File: src/rtl/pcn_pkg.sv
package pcn_pkg;
    typedef enum logic [1:0] {
        FLOW_SEQ  = 2'd0,
        FLOW_BR   = 2'd1,
        FLOW_JMP  = 2'd2,
        FLOW_JREG = 2'd3
    } flow_e;
endpackage

File: src/rtl/pcn_compare.sv
module pcn_compare #(
    parameter int DATA_W = 32
) (
    input  logic              want_eq,
    input  logic              want_ne,
    input  logic [DATA_W-1:0] lhs,
    input  logic [DATA_W-1:0] rhs,
    output logic              taken
);
    logic same;
    always_comb begin
        same  = (lhs == rhs);
        taken = (want_eq && same) || (want_ne && !same);
    end
endmodule

File: src/rtl/pcn_targets.sv
module pcn_targets #(
    parameter int ADDR_W = 32,
    parameter int OFF_W  = 16,
    parameter int JTGT_W = 26
) (
    input  logic [ADDR_W-1:0] cur,
    input  logic [OFF_W-1:0]  off,
    input  logic [JTGT_W-1:0] field,
    output logic [ADDR_W-1:0] step,
    output logic [ADDR_W-1:0] br_tgt,
    output logic [ADDR_W-1:0] jmp_tgt
);
    localparam int REGION_W = ADDR_W - JTGT_W - 2;
    localparam int EXT_W    = ADDR_W - OFF_W - 2;

    logic [ADDR_W-1:0] disp;

    always_comb begin
        step    = cur + ADDR_W'(4);
        disp    = {{EXT_W{off[OFF_W-1]}}, off, 2'b00};
        br_tgt  = step + disp;
        jmp_tgt = {step[ADDR_W-1 -: REGION_W], field, 2'b00};
    end
endmodule

File: src/rtl/pcn_select.sv
module pcn_select
    import pcn_pkg::*;
#(
    parameter int ADDR_W = 32
) (
    input  logic              jreg_req,
    input  logic              jump_req,
    input  logic              br_taken,
    input  logic [ADDR_W-1:0] step,
    input  logic [ADDR_W-1:0] br_tgt,
    input  logic [ADDR_W-1:0] jmp_tgt,
    input  logic [ADDR_W-1:0] reg_tgt,
    output flow_e             flow,
    output logic [ADDR_W-1:0] nxt
);
    always_comb begin
        if (jreg_req)      flow = FLOW_JREG;
        else if (jump_req) flow = FLOW_JMP;
        else if (br_taken) flow = FLOW_BR;
        else               flow = FLOW_SEQ;
    end

    always_comb begin
        unique case (flow)
            FLOW_SEQ:  nxt = step;
            FLOW_BR:   nxt = br_tgt;
            FLOW_JMP:  nxt = jmp_tgt;
            FLOW_JREG: nxt = reg_tgt;
            default:   nxt = step;
        endcase
    end
endmodule

File: src/rtl/pc_next_unit.sv
module pc_next_unit
    import pcn_pkg::*;
#(
    parameter int          ADDR_W    = 32,
    parameter int          OFF_W     = 16,
    parameter int          JTGT_W    = 26,
    parameter logic [31:0] RESET_VEC = 32'h0000_0000
) (
    input  logic              clk,
    input  logic              rst,
    input  logic              is_beq,
    input  logic              is_bne,
    input  logic              is_jump,
    input  logic              is_jreg,
    input  logic [ADDR_W-1:0] opnd_a,
    input  logic [ADDR_W-1:0] opnd_b,
    input  logic [OFF_W-1:0]  br_off,
    input  logic [JTGT_W-1:0] jmp_field,
    input  logic [ADDR_W-1:0] jreg_val,
    output logic [ADDR_W-1:0] pc_q,
    output logic              misalign_o
);
    localparam logic [ADDR_W-1:0] RST_PC = RESET_VEC[ADDR_W-1:0];

    logic              br_taken;
    logic [ADDR_W-1:0] step, br_tgt, jmp_tgt, nxt;
    flow_e             flow;

    pcn_compare #(.DATA_W(ADDR_W)) u_cmp (
        .want_eq(is_beq), .want_ne(is_bne),
        .lhs(opnd_a), .rhs(opnd_b), .taken(br_taken)
    );

    pcn_targets #(.ADDR_W(ADDR_W), .OFF_W(OFF_W), .JTGT_W(JTGT_W)) u_tgt (
        .cur(pc_q), .off(br_off), .field(jmp_field),
        .step(step), .br_tgt(br_tgt), .jmp_tgt(jmp_tgt)
    );

    pcn_select #(.ADDR_W(ADDR_W)) u_sel (
        .jreg_req(is_jreg), .jump_req(is_jump), .br_taken(br_taken),
        .step(step), .br_tgt(br_tgt), .jmp_tgt(jmp_tgt), .reg_tgt(jreg_val),
        .flow(flow), .nxt(nxt)
    );

    always_ff @(posedge clk) begin
        if (rst) pc_q <= RST_PC;
        else     pc_q <= nxt;
    end

    always_comb begin
        misalign_o = (flow == FLOW_JREG) && (jreg_val[1:0] != 2'b00);
    end


    seq_step_chk: assert property (@(posedge clk) disable iff (rst)
        (!is_beq && !is_bne && !is_jump && !is_jreg) |=> pc_q == $past(pc_q) + ADDR_W'(4));

    jreg_load_chk: assert property (@(posedge clk) disable iff (rst)
        is_jreg |=> pc_q == $past(jreg_val));

    jump_form_chk: assert property (@(posedge clk) disable iff (rst)
        (is_jump && !is_jreg) |=> (pc_q[1:0] == 2'b00) && (pc_q[JTGT_W+1:2] == $past(jmp_field)));

    misalign_src_chk: assert property (@(posedge clk) disable iff (rst)
        misalign_o |-> is_jreg);

    misalign_next_chk: assert property (@(posedge clk) disable iff (rst)
        misalign_o |=> pc_q[1:0] != 2'b00);
endmodule

File: config.mk
export PLATFORM = sky130hd
export DESIGN_NAME = pc_next_unit
export DESIGN_NICKNAME = d
export VERILOG_FILES = /design/src/rtl/pcn_pkg.sv /design/src/rtl/pcn_compare.sv /design/src/rtl/pcn_targets.sv /design/src/rtl/pcn_select.sv /design/src/rtl/pc_next_unit.sv
export SDC_FILE = /design/constraint.sdc
export NUM_CORES = 1
export LEC_CHECK = 0
export ABC_AREA = 1
export CAP_MARGIN = 40
export CELL_PAD_IN_SITES_DETAIL_PLACEMENT = 2
export CELL_PAD_IN_SITES_GLOBAL_PLACEMENT = 2
export CORE_ASPECT_RATIO = 0.75
export CORE_MARGIN = 1
export CORE_UTILIZATION = 30
export CTS_BUF_LIST = sky130_fd_sc_hd__clkbuf_8
export DETAILED_ROUTE_END_ITERATION = 10
export DONT_BUFFER_PORTS = 1
export GPL_TIMING_DRIVEN = 1
export PLACE_DENSITY_LB_ADDON = 0.1
export SLEW_MARGIN = 5
export SYNTH_ARGS = -nofsm -noshare
export SYNTH_HDL_FRONTEND = slang
export SYNTH_SLANG_ARGS = --single-unit
File: constraint.sdc
create_clock -name clk -period 3.7 [get_ports clk]
set_input_delay 0.555 -clock clk [delete_from_list [all_inputs] [get_ports clk]]
set_output_delay 0.555 -clock clk [all_outputs]
set_load 0.01 [all_outputs]
==> flow_summary.yaml, run 1 <==
finish:
  num-fill-cells: 2191
  reg_top3: "pc_q x32"
  postLayoutCellArea_um2: 5680
  antenna_cells_inserted: 0
  post_layout_nonfiller_instances: 1165
  layout_cell_share_with_drive_strength_beyond_1_pct: 9.26
  largest_register_ff_count: 32
  area.growth.synth_to_final_pct: 8.80
  layout.nets: 1128
  reg_with_most_ffs: "pc_q"
min_path:
  hold_start: "rst"
  hold_depth: 1
  min_delay_worst_endpoint: "pc_q[1]$_SDFFE_PP0P_"
  hold_path.class: "input pin to flop"
clock_tree:
  total_clock_sinks: 32
  clockRootBuffer: "sky130_fd_sc_hd__clkbuf_8"
  ctsHtreeMaxLevel: 2
  clk_latency_ns: 0.30
  post_cts_setup_driven_buffer_insertion_count: 0
  cts_hold_buf: 0
  cts_tree: "built"
  cts-buffers-inserted: 5
  cts.path.max_buffers: 2
  clkSlewWorstSetupHoldPaths_ns: 0.08
  cts_resized: 4
placement:
  place_congestion: 0.925
  dpl.hpwl_mm: 20.5
  place_ws_ns: -0.139
  dp.cells: 1157
  placed_area_um2: 5520
  place.port_buffers: 0
status:
  status: "finished clean"
worst_setup_path:
  cp_max_fo: 4
  worst_ep_arrival_ns: 3.67
  critical_path.endpoint_type: "flop"
  timing.critical_path.from_type: "flop"
  regToRegStartpoint: "pc_q[8]$_SDFF_PP0_"
  rr_worst_depth: 14
  rr_endpoint: "pc_q[14]$_SDFF_PP0_"
  setup.reg_to_reg.worst_slack_ns: 0.22
  crit_type: "flop to flop"
  cp.required_ns: 3.89
  worst_setup_path_startpoint: "pc_q[8]$_SDFF_PP0_"
logic_synthesis:
  post_synth_xor_area_fraction_pct: 9.23
  postSynthRegisterBits: 32
  yosys_warnings: 0
  synth_cells: 944
  synth_area_leader_cell: "sky130_fd_sc_hd__nand2_1"
  dominant_combinational_cell_family_by_area_after_synthesis: "simple AND/OR/NAND/NOR gates"
  synth-seq-area-share_pct: 12.3
  synthesis.area_um2: 5220
  syn_area_per_cell_um2: 5.53
  synthDominantCellAreaShare_pct: 22.2
  post_synth_num_cell_types: 42
  synth_compound_gate_area_share_pct: 9.83
  post_synth_fa_ha_maj_area_fraction_pct: 8.53
  synth.mux.area_fraction_pct: 0
  synthTopCellsByArea: "sky130_fd_sc_hd__nand2_1, sky130_fd_sc_hd__dfxtp_1, sky130_fd_sc_hd__nor2_1"
  synth-simple-area-share_pct: 48.2
  synth.net_count: 1123
timing:
  timing.final.setup_violations: 0
  worst_slew_margin_pct: 53.8
  rsz_0062_raised_after_global_routing: "yes"
  drv_slew: 0
  worst_pin_slew_ns: 0.693
  worst_slack_ns: 0.220
  finClkSkew_ns: 0.00864
  period_share_pct: 94.0
  period_needed_ns: 3.48
  final_hold_violation_count: 0
  clock.fmax_mhz: 287
power:
  p_leak_nw: 2.87
  power_density_nw_per_um2: 267
  peakVddDrop_mv: 0.146
  power_mw: 1.52
job:
  maxCapViolCount: 0
detailed_routing:
  viasPerCell: 5.17
  drt_drc_violations_left: 0
  drt_first_iter_violations: 258
  ant_nets: 0
  drtPass1Iterations: 5
  route.vias.total: 6028
  totalWireLength_mm: 23.8
  wl_per_cell_um: 20.4
floorplanning:
  die_h_um: 116
  coreArea_um2: 16900
  die_w_um: 154
  std_cell_rows: 41
  pin_count: 177
  start_util_pct: 30.8
  dieArea_um2: 17900
grt:
  grt_first_pass_wirelength_mm: 36.6
  groute.usage.overall_pct: 26.8
  vias_in_the_first_global_route: 6421
  grt_remaining_overflow: 0
  grt_start_max_net_pins: 56
  antenna_found_initial: 0
worst max-delay path, cell delays in order (launching register included):
cell and delay (ns):
sky130_fd_sc_hd__dfxtp_1 0.43, sky130_fd_sc_hd__nand2_1 0.16, sky130_fd_sc_hd__nor3_2 0.23, sky130_fd_sc_hd__nand2_2 0.12
sky130_fd_sc_hd__nor2_4 0.15, sky130_fd_sc_hd__xor2_1 0.41, sky130_fd_sc_hd__ha_1 0.39, sky130_fd_sc_hd__nand2_1 0.22
sky130_fd_sc_hd__inv_1 0.07, sky130_fd_sc_hd__a21oi_1 0.27, sky130_fd_sc_hd__nand3_2 0.21, sky130_fd_sc_hd__xnor2_1 0.43
sky130_fd_sc_hd__nor2_1 0.10, sky130_fd_sc_hd__nor2_1 0.12, sky130_fd_sc_hd__nor2_1 0.05
cells in the final DEF (no fill, tap or decap), types with 2 or more instances in the layout:
cell type and instances:
sky130_fd_sc_hd__nand2_1 309, sky130_fd_sc_hd__nor2_1 136, sky130_fd_sc_hd__inv_1 134, sky130_fd_sc_hd__nand3_1 54, sky130_fd_sc_hd__xnor2_1 39, sky130_fd_sc_hd__a21oi_1 36
sky130_fd_sc_hd__ha_1 32, sky130_fd_sc_hd__o21ai_1 29, sky130_fd_sc_hd__dfxtp_1 24, sky130_fd_sc_hd__xor2_1 15, sky130_fd_sc_hd__buf_4 13, sky130_fd_sc_hd__nor3_1 12
sky130_fd_sc_hd__nor2_2 11, sky130_fd_sc_hd__nor3_2 8, sky130_fd_sc_hd__nand2_2 8, sky130_fd_sc_hd__o21ai_0 8, sky130_fd_sc_hd__dfxtp_2 8, sky130_fd_sc_hd__nor2_4 7
sky130_fd_sc_hd__nand3_2 7, sky130_fd_sc_hd__a22o_1 7, sky130_fd_sc_hd__nand4_1 6, sky130_fd_sc_hd__inv_2 6, sky130_fd_sc_hd__o21bai_1 5, sky130_fd_sc_hd__clkbuf_8 5
sky130_fd_sc_hd__nand3b_1 4, sky130_fd_sc_hd__and2_1 3, sky130_fd_sc_hd__clkinv_1 2, sky130_fd_sc_hd__o21a_1 2, sky130_fd_sc_hd__nand3_4 2
routing by layer:
metal | GRT usage [%] | routed length [um] | share of wire (%)
met1 | 38.4 | 12000 | 50
met2 | 43.5 | 10500 | 44
met3 | 3.90 | 1140 | 4.8
met4 | 4.03 | 168 | 0.71
met5 | 0 | 0 | 0
through the flow:
| stage | TNS (ns) | hold slack, ns | util, % |
|---|---|---|---|
| after floorplan | 0 | 0.479 | - |
| after global placement | -0.0632 | 0.497 | 32.4 |
| after detailed placement | -0.139 | 0.502 | 32.6 |
| after CTS | 0 | 0.295 | 33.3 |
| after global routing | -0.00312 | 0.291 | 33.5 |
| final | 0 | 0.309 | 33.5 |
worst max-delay path by stage:
stage | end | slack (ns) | cells past startpoint
3_3_place_gp | pc_q[27]$_SDFF_PP0_ | -0.06 | 21
5_1_grt | pc_q[27]$_SDFF_PP0_ | -0.003 | 21
2_1_floorplan | pc_q[30]$_SDFF_PP0_ | 0.94 | 24
6_report | pc_q[14]$_SDFF_PP0_ | 0.22 | 14
3_5_place_dp | pc_q[27]$_SDFF_PP0_ | -0.14 | 21
4_1_cts | pc_q[27]$_SDFF_PP0_ | 0.04 | 21
power by group:
| group | internal [mW] | switching [mW] |
|---|---|---|
| clock network | 0.197 | 0.156 |
| registers | 0.375 | 0.0512 |
| logic | 0.250 | 0.488 |
| total | 0.822 | 0.695 |
synthesized netlist by cell type (all sizes together):
| master | n |
|---|---|
| a21o | 2 |
| a21oi | 37 |
| a22o | 7 |
| and2 | 3 |
| and3 | 1 |
| buf | 10 |
| clkbuf | 6 |
| clkinv | 3 |
| dfxtp | 32 |
| fa | 1 |
| ha | 34 |
| inv | 138 |
| nand2 | 318 |
| nand3 | 63 |
| nand3b | 4 |
| nand4 | 7 |
| nor2 | 154 |
| nor3 | 21 |
| nor4 | 1 |
| o21a | 2 |
| o21ai | 38 |
| o21bai | 5 |
| or2 | 2 |
| xnor2 | 39 |
| xor2 | 16 |
layout make-up:
class,instances,area [um2],area share (%)
Multi-Input combinational cell,755,4000,70.4
Sequential cell,32,651,11.5
Inverter,141,529,9.32
Tap cell,215,269,4.74
Timing Repair Buffer,14,125,2.20
Clock buffer,5,68.8,1.21
Clock inverter,3,38.8,0.683
cell families after synthesis:
logic type / after synthesis
simple gates: 574
buf+inv: 157
compound gates: 91
xor+xnor: 55
fa+ha+maj: 35
flops: 32
(Power assumes the default switching activity.)
==> inputs of run 2 (changes only) <==
--- a/config.mk
+++ b/config.mk
@@ -5,7 +5,6 @@
 export SDC_FILE = /design/constraint.sdc
 export NUM_CORES = 1
 export LEC_CHECK = 0
-export ABC_AREA = 1
 export CAP_MARGIN = 40
 export CELL_PAD_IN_SITES_DETAIL_PLACEMENT = 2
 export CELL_PAD_IN_SITES_GLOBAL_PLACEMENT = 2
==> run 2 against run 1 <==
Sequential share of layout area is 1.2 points higher. Combinational power is 3.4% lower. Core utilization is 3.0 points higher. Global-route usage is 1.3 points lower. Area after synthesis is 17% lower. Via count is 25% lower. Sequential cell count stayed put. Worst setup slack worse by 0.029 ns. Count of clock-buffer cells in the layout is 1 higher. Die area is 16% lower. Sequential power is 3% lower.
==> flow_summary.yaml, run 2 <==
status:
  status: "finished clean"
logic_synthesis:
  post_synth_num_cell_types: 77
  synth-seq-area-share_pct: 14.7
  synth.cells.most_frequent: "sky130_fd_sc_hd__a21oi_1, sky130_fd_sc_hd__nor2_1, sky130_fd_sc_hd__nand2_1"
  postSynthRegisterBits: 32
  syn_area_per_cell_um2: 7.70
  synth_edf_count: 0
  post_synth_xor_area_fraction_pct: 18.0
  synth.mux.area_fraction_pct: 0.230
  synthFlopType: "sky130_fd_sc_hd__dfxtp_1"
  synthDominantCellAreaShare_pct: 14.7
  synthTopCellsByArea: "sky130_fd_sc_hd__dfxtp_1, sky130_fd_sc_hd__ha_1, sky130_fd_sc_hd__xor2_1"
  synth-simple-area-share_pct: 27.7
  synth_cells: 565
  synth-async-reset-ratio_pct: 0
  synth_compound_gate_area_share_pct: 24.9
  dominant_combinational_cell_family_by_area_after_synthesis: "simple AND/OR/NAND/NOR gates"
  synth_area_leader_cell: "sky130_fd_sc_hd__dfxtp_1"
  post_synth_fa_ha_maj_area_fraction_pct: 10.2
  synth.net_count: 744
  yosys_warnings: 0
  synthesis.area_um2: 4350
detailed_routing:
  dr_wl_met3_mm: 1.06
  drt_drc_violations_left: 0
  drt_first_iter_violations: 210
  drtPass1Iterations: 5
  wl_per_cell_um: 24.3
  viasPerCell: 5.70
  route.met2.wl_mm: 8.36
  routedLengthMet1_mm: 9.41
  ant_nets: 0
  route.vias.total: 4491
  totalWireLength_mm: 19.2
  highest-signal-layer: "met4"
floorplanning:
  die_w_um: 141
  die_h_um: 106
  pin_count: 177
  coreArea_um2: 13900
  std_cell_rows: 37
  start_util_pct: 31.2
  dieArea_um2: 15000
timing:
  worst_slack_ns: 0.192
  worst_pin_slew_ns: 0.872
  final_hold_violation_count: 0
  period_needed_ns: 3.51
  timing.final.setup_violations: 0
  drv_slew: 0
  finalHoldWorstSlack_ns: 0.313
  finClkSkew_ns: 0.00750
  clock.fmax_mhz: 285
  period_share_pct: 94.8
  worst_slew_margin_pct: 41.7
grt:
  grt_start_max_net_pins: 52
  antenna_found_initial: 0
  grt_first_pass_wirelength_mm: 28.8
  grt_remaining_overflow: 0
  vias_in_the_first_global_route: 4830
  groute.usage.overall_pct: 25.5
worst_setup_path:
  highest_cell_delay_on_the_worst_timing_path_ns: 0.46
  critical_path.endpoint_type: "flop"
  cp.required_ns: 3.88
  worst_ep_arrival_ns: 3.69
  worst_path_max_delay_cell: "sky130_fd_sc_hd__a222oi_1"
  setup.reg_to_reg.worst_slack_ns: 0.19
  timing.critical_path.from_type: "flop"
  cp_max_fo: 6
  cp_cell_sequence: "nand3_1, buf_4, nor2_1, and2_1, nand3_1, xnor2_2, ha_4, a21oi_2, nor2_1, a21oi_1, o31a_1, nor2b_1, xnor2_1, a222oi_1, a211oi_1"
  crit_type: "flop to flop"
placement:
  place_ws_ns: 0.00144
  dpl.hpwl_mm: 15.3
  place_congestion: 0.876
  place.port_buffers: 0
finish:
  area.growth.synth_to_final_pct: 16.9
  antenna_cells_inserted: 0
  largest_register_ff_count: 32
  num-fill-cells: 1603
  layout_common_cells: "sky130_fd_sc_hd__nor2_1, sky130_fd_sc_hd__buf_4, sky130_fd_sc_hd__a21oi_1"
  reg_top3: "pc_q x32"
  reg_with_most_ffs: "pc_q"
  layout_cell_share_with_drive_strength_beyond_1_pct: 21.8
  layout.nets: 771
power:
  p_leak_nw: 2.02
  power_density_nw_per_um2: 285
  power_mw: 1.45
  peakVddDrop_mv: 0.126
min_path:
  hold_path.class: "input pin to flop"
clock_tree:
  cts_tree: "built"
  clkSlewWorstSetupHoldPaths_ns: 0.09
  cts.path.max_buffers: 2
  cts-buffers-inserted: 5
  clk_latency_ns: 0.31
  ctsHtreeMaxLevel: 2
  clockRootBuffer: "sky130_fd_sc_hd__clkbuf_8"
  total_clock_sinks: 32
job:
  maxCapViolCount: 0
-- run 2: cell types whose count changed after synthesis, sizes merged, moves of 14 or more --
cell | before | now
a21oi | 37 | 51
nor2b | 0 | 17
inv | 138 | 16
nor3 | 21 | 38
nor2 | 154 | 48
nand3 | 63 | 28
o21ai | 38 | 19
nand2 | 318 | 46
a211oi | 0 | 14
xor2 | 16 | 45
-- run 2: logic make-up (layout without fill, tap and decap cells) --
group	after synthesis	in the layout
DFF	32	32
xor gates and xnor gates	87	87
adders and majority gates	35	35
muxes	1	1
AOI/OAI and AO/OA	146	146
buffers and inverters	42	70
and+or+nand+nor	222	222
-- run 2: critical path: cells and delay by family (launching register included) --
family	cells	cell delay (ns)
compound gates	5	1.26
flops	1	0.35
simple gates	6	0.88
fa+ha+maj	1	0.28
xor+xnor	2	0.38
buf+inv	1	0.20
-- run 2: final timing paths --
path,from,to,cells past startpoint
max,pc_q[11]$_SDFF_PP0_,pc_q[17]$_SDFF_PP0_,15
min,rst,pc_q[1]$_SDFFE_PP0P_,1
max reg2reg,pc_q[11]$_SDFF_PP0_,pc_q[17]$_SDFF_PP0_,15
min reg2reg,pc_q[2]$_SDFF_PP0_,pc_q[2]$_SDFF_PP0_,2
-- run 2: metrics by stage --
| stage | setup TNS [ns] | cells | instance area, um2 | util, % |
|---|---|---|---|---|
| final | 0 | 788 | 5090 | 36.5 |
| after detailed placement | 0 | 774 | 4780 | 34.3 |
| after CTS | 0 | 782 | 4880 | 35.0 |
| after floorplan | 0 | 565 | 4350 | - |
| after global routing | -0.0552 | 788 | 5090 | 36.5 |
| after global placement | 0 | 774 | 4780 | 34.3 |
-- run 2: layer usage --
| layer | GRT usage [%] | up-vias |
|---|---|---|
| met2 | 38.9 | 133 |
| met1 | 36.4 | 2230 |
| li1 | - | 2104 |
| met5 | 0 | - |
| met4 | 6.13 | 0 |
| met3 | 5.36 | 24 |
-- run 2: layout make-up --
cell class | count | area [um2] | area share (%)
Clock buffer | 6 | 82.6 | 1.62
Clock inverter | 2 | 15.0 | 0.295
Inverter | 16 | 60.1 | 1.18
Multi-Input combinational cell | 491 | 3700 | 72.7
Sequential cell | 32 | 643 | 12.6
Tap cell | 195 | 244 | 4.79
Timing Repair Buffer | 46 | 345 | 6.79
-- run 2: what timing repair did --
| item | in CTS | in global routing |
|---|---|---|
| pin swaps | 0 | 15 |
| gates resized for setup | 1 | 39 |
| endpoints found under the setup margin | 2 | 11 |
| hold buffers | 0 | 0 |
| buffers inserted | 0 | 6 |
-- run 2: power breakdown --
group | total, mW | switching [mW] | internal (mW) | leakage [nW]
clock network | 0.325 | 0.173 | 0.151 | 0.0434
registers | 0.413 | 0.0402 | 0.373 | 0.266
logic | 0.713 | 0.404 | 0.310 | 1.71
==> inputs of run 3 (changes only) <==
--- a/config.mk
+++ b/config.mk
@@ -5,6 +5,7 @@
 export SDC_FILE = /design/constraint.sdc
 export NUM_CORES = 1
 export LEC_CHECK = 0
+export ABC_CLOCK_PERIOD_IN_PS = 3700
 export CAP_MARGIN = 40
 export CELL_PAD_IN_SITES_DETAIL_PLACEMENT = 2
 export CELL_PAD_IN_SITES_GLOBAL_PLACEMENT = 2
@@ -15,7 +16,8 @@
 export DETAILED_ROUTE_END_ITERATION = 10
 export DONT_BUFFER_PORTS = 1
 export GPL_TIMING_DRIVEN = 1
-export PLACE_DENSITY_LB_ADDON = 0.1
+export PLACE_DENSITY = 0.81
+export REMOVE_ABC_BUFFERS = 1
 export SLEW_MARGIN = 5
 export SYNTH_ARGS = -nofsm -noshare
 export SYNTH_HDL_FRONTEND = slang
==> run 3 against run 2 <==
The flow now finishes with violations (setup timing). Register-to-register slack got worse by 0.37 ns. Sequential cell count stayed put. Critical path depth stayed put. Sequential power increased by 2%. Combinational power increased by 4.1%. Global-route usage decreased by 0.61 points. Clock skew grew 0.0057 ns. Critical path type unchanged. Largest cell class unchanged.
==> flow_summary.yaml, run 3 (synthesis gave the netlist of run 2 again) <==
status:
  status: "finished, violations left"
  violations: "setup timing"
finish:
  reg_top3: "pc_q x32"
  layout.nets: 758
  layout_common_cells: "sky130_fd_sc_hd__nor2_1, sky130_fd_sc_hd__nand2_1, sky130_fd_sc_hd__xor2_1, sky130_fd_sc_hd__a21oi_1, sky130_fd_sc_hd__xnor2_1"
  antenna_cells_inserted: 0
  area.growth.synth_to_final_pct: 16.8
  postLayoutCellArea_um2: 5080
  largest_register_ff_count: 32
  final_common_cell: "sky130_fd_sc_hd__nor2_1"
  layout.core_utilization_pct: 36.5
  reg_with_most_ffs: "pc_q"
  layout_cell_share_with_drive_strength_beyond_1_pct: 21.2
  num-fill-cells: 1572
floorplanning:
  std_cell_rows: 37
  dieArea_um2: 15000
  die_w_um: 141
  pin_count: 177
  start_util_pct: 31.2
  die_h_um: 106
  coreArea_um2: 13900
grt:
  grt_first_pass_wirelength_mm: 28.7
  antenna_found_initial: 0
  grt_start_max_net_pins: 52
  grt_remaining_overflow: 0
  vias_in_the_first_global_route: 4920
  groute.usage.overall_pct: 24.9
detailed_routing:
  route.vias.total: 4644
  drt_first_iter_violations: 262
  ant_nets: 0
  drt_drc_violations_left: 0
  drtPass1Iterations: 5
  viasPerCell: 5.99
  totalWireLength_mm: 21.0
  wl_per_cell_um: 27.1
clock_tree:
  clkSlewWorstSetupHoldPaths_ns: 0.08
  cts.path.max_buffers: 2
  cts-buffers-inserted: 5
  ctsHtreeMaxLevel: 2
  cts_tree: "built"
  total_clock_sinks: 32
  clockRootBuffer: "sky130_fd_sc_hd__clkbuf_8"
  clk_latency_ns: 0.32
power:
  power_density_nw_per_um2: 292
  p_leak_nw: 1.99
  peakVddDrop_mv: 0.0933
timing:
  clock.fmax_mhz: 258
  finalSetupTns_ns: -0.672
  timing.final.setup_violations: 8
  rsz_0062_raised_after_global_routing: "yes"
  worst_slew_margin_pct: 44.1
  worst_pin_slew_ns: 0.836
  worst_slack_ns: -0.174
  period_needed_ns: 3.87
  final_hold_violation_count: 0
  drv_slew: 0
  period_share_pct: 105
  finClkSkew_ns: 0.0132
worst_setup_path:
  highest_cell_delay_on_the_worst_timing_path_ns: 0.41
  worst_ep_arrival_ns: 4.07
  timing.critical_path.from_type: "flop"
  critical_path.endpoint_type: "flop"
  cp.required_ns: 3.90
  worst_path_max_delay_cell: "sky130_fd_sc_hd__o32ai_2"
  critPathMostFrequentCell: "sky130_fd_sc_hd__buf_4"
  crit_type: "flop to flop"
  cp_max_fo: 4
  cp_cell_sequence: "buf_4, nand2_1, buf_4, nor2_1, nand3_1, xnor2_1, ha_1, nor3_1, and2_1, o32ai_2, o21ai_1, a31oi_4, xor2_1, a221oi_2, nor3_2"
placement:
  place.port_buffers: 0
  placed_area_um2: 4670
  dpl.hpwl_mm: 14.6
  place_congestion: 0.858
min_path:
  hold_path.class: "input pin to flop"
job:
  maxCapViolCount: 0
## run 3: metal layers
layer	routed length, um	track usage, %	vias up
li1	-	-	2073
met3	1270	5.77	58
met4	854	6.75	0
met1	8860	32.2	2333
met5	0	0	-
met2	10000	41.5	180
## run 3: critical path: cells and delay by family (launching register included)
family	cells	cell delay [ns]
xor gates and xnor gates	2	0.50
DFF	1	0.35
AOI/OAI and AO/OA	4	1.32
and+or+nand+nor	6	0.91
buffers and inverters	2	0.33
adders and majority gates	1	0.35
## run 3: worst paths after layout
check | cells past startpoint | slack, ns | startpoint | endpoint
setup / recovery | 15 | -0.17 | pc_q[3]$_SDFF_PP0_ | pc_q[26]$_SDFF_PP0_
hold / removal | 1 | 0.32 | rst | pc_q[1]$_SDFFE_PP0P_
setup reg to reg | 15 | -0.17 | pc_q[3]$_SDFF_PP0_ | pc_q[26]$_SDFF_PP0_
hold reg to reg | 2 | 0.62 | pc_q[2]$_SDFF_PP0_ | pc_q[2]$_SDFF_PP0_
## run 3: timing repair
item	4_1_cts	5_1_grt
cloned	0	0
hold buffers	0	0
resized for setup	14	35
setup endpoints to repair	8	13
pin swaps	1	9
setup buffers	2	5
## run 3: cell type report
cell class / count / area [um2] / share of cell area, %
clock buffers: 6 / 82.6 / 1.62
clock inverters: 2 / 10.0 / 0.197
inverters: 16 / 60.1 / 1.18
multi-input cells: 491 / 3800 / 74.7
flip-flops and latches: 32 / 641 / 12.6
well taps: 195 / 244 / 4.80
repair buffers: 33 / 248 / 4.87
## run 3: per-stage QoR
| step | std cells | power [mW] | hold slack, ns | setup WS [ns] |
|---|---|---|---|---|
| global route | 775 | 1.54 | 0.299 | -0.269 |
| finish | 775 | 1.48 | 0.318 | -0.174 |
| CTS | 770 | 1.38 | 0.311 | -0.00791 |
| detailed placement | 760 | 1.05 | 0.613 | -0.182 |
| floorplan | 539 | 0.869 | 0.564 | 0.280 |
| global placement | 760 | 1.02 | 0.594 | 0.174 |
## run 3: report_power, final
| group | internal, mW | total (mW) | switching [mW] |
|---|---|---|---|
| clock network | 0.149 | 0.319 | 0.170 |
| logic | 0.307 | 0.742 | 0.435 |
| registers | 0.373 | 0.420 | 0.0473 |
| total | 0.829 | 1.48 | 0.653 |
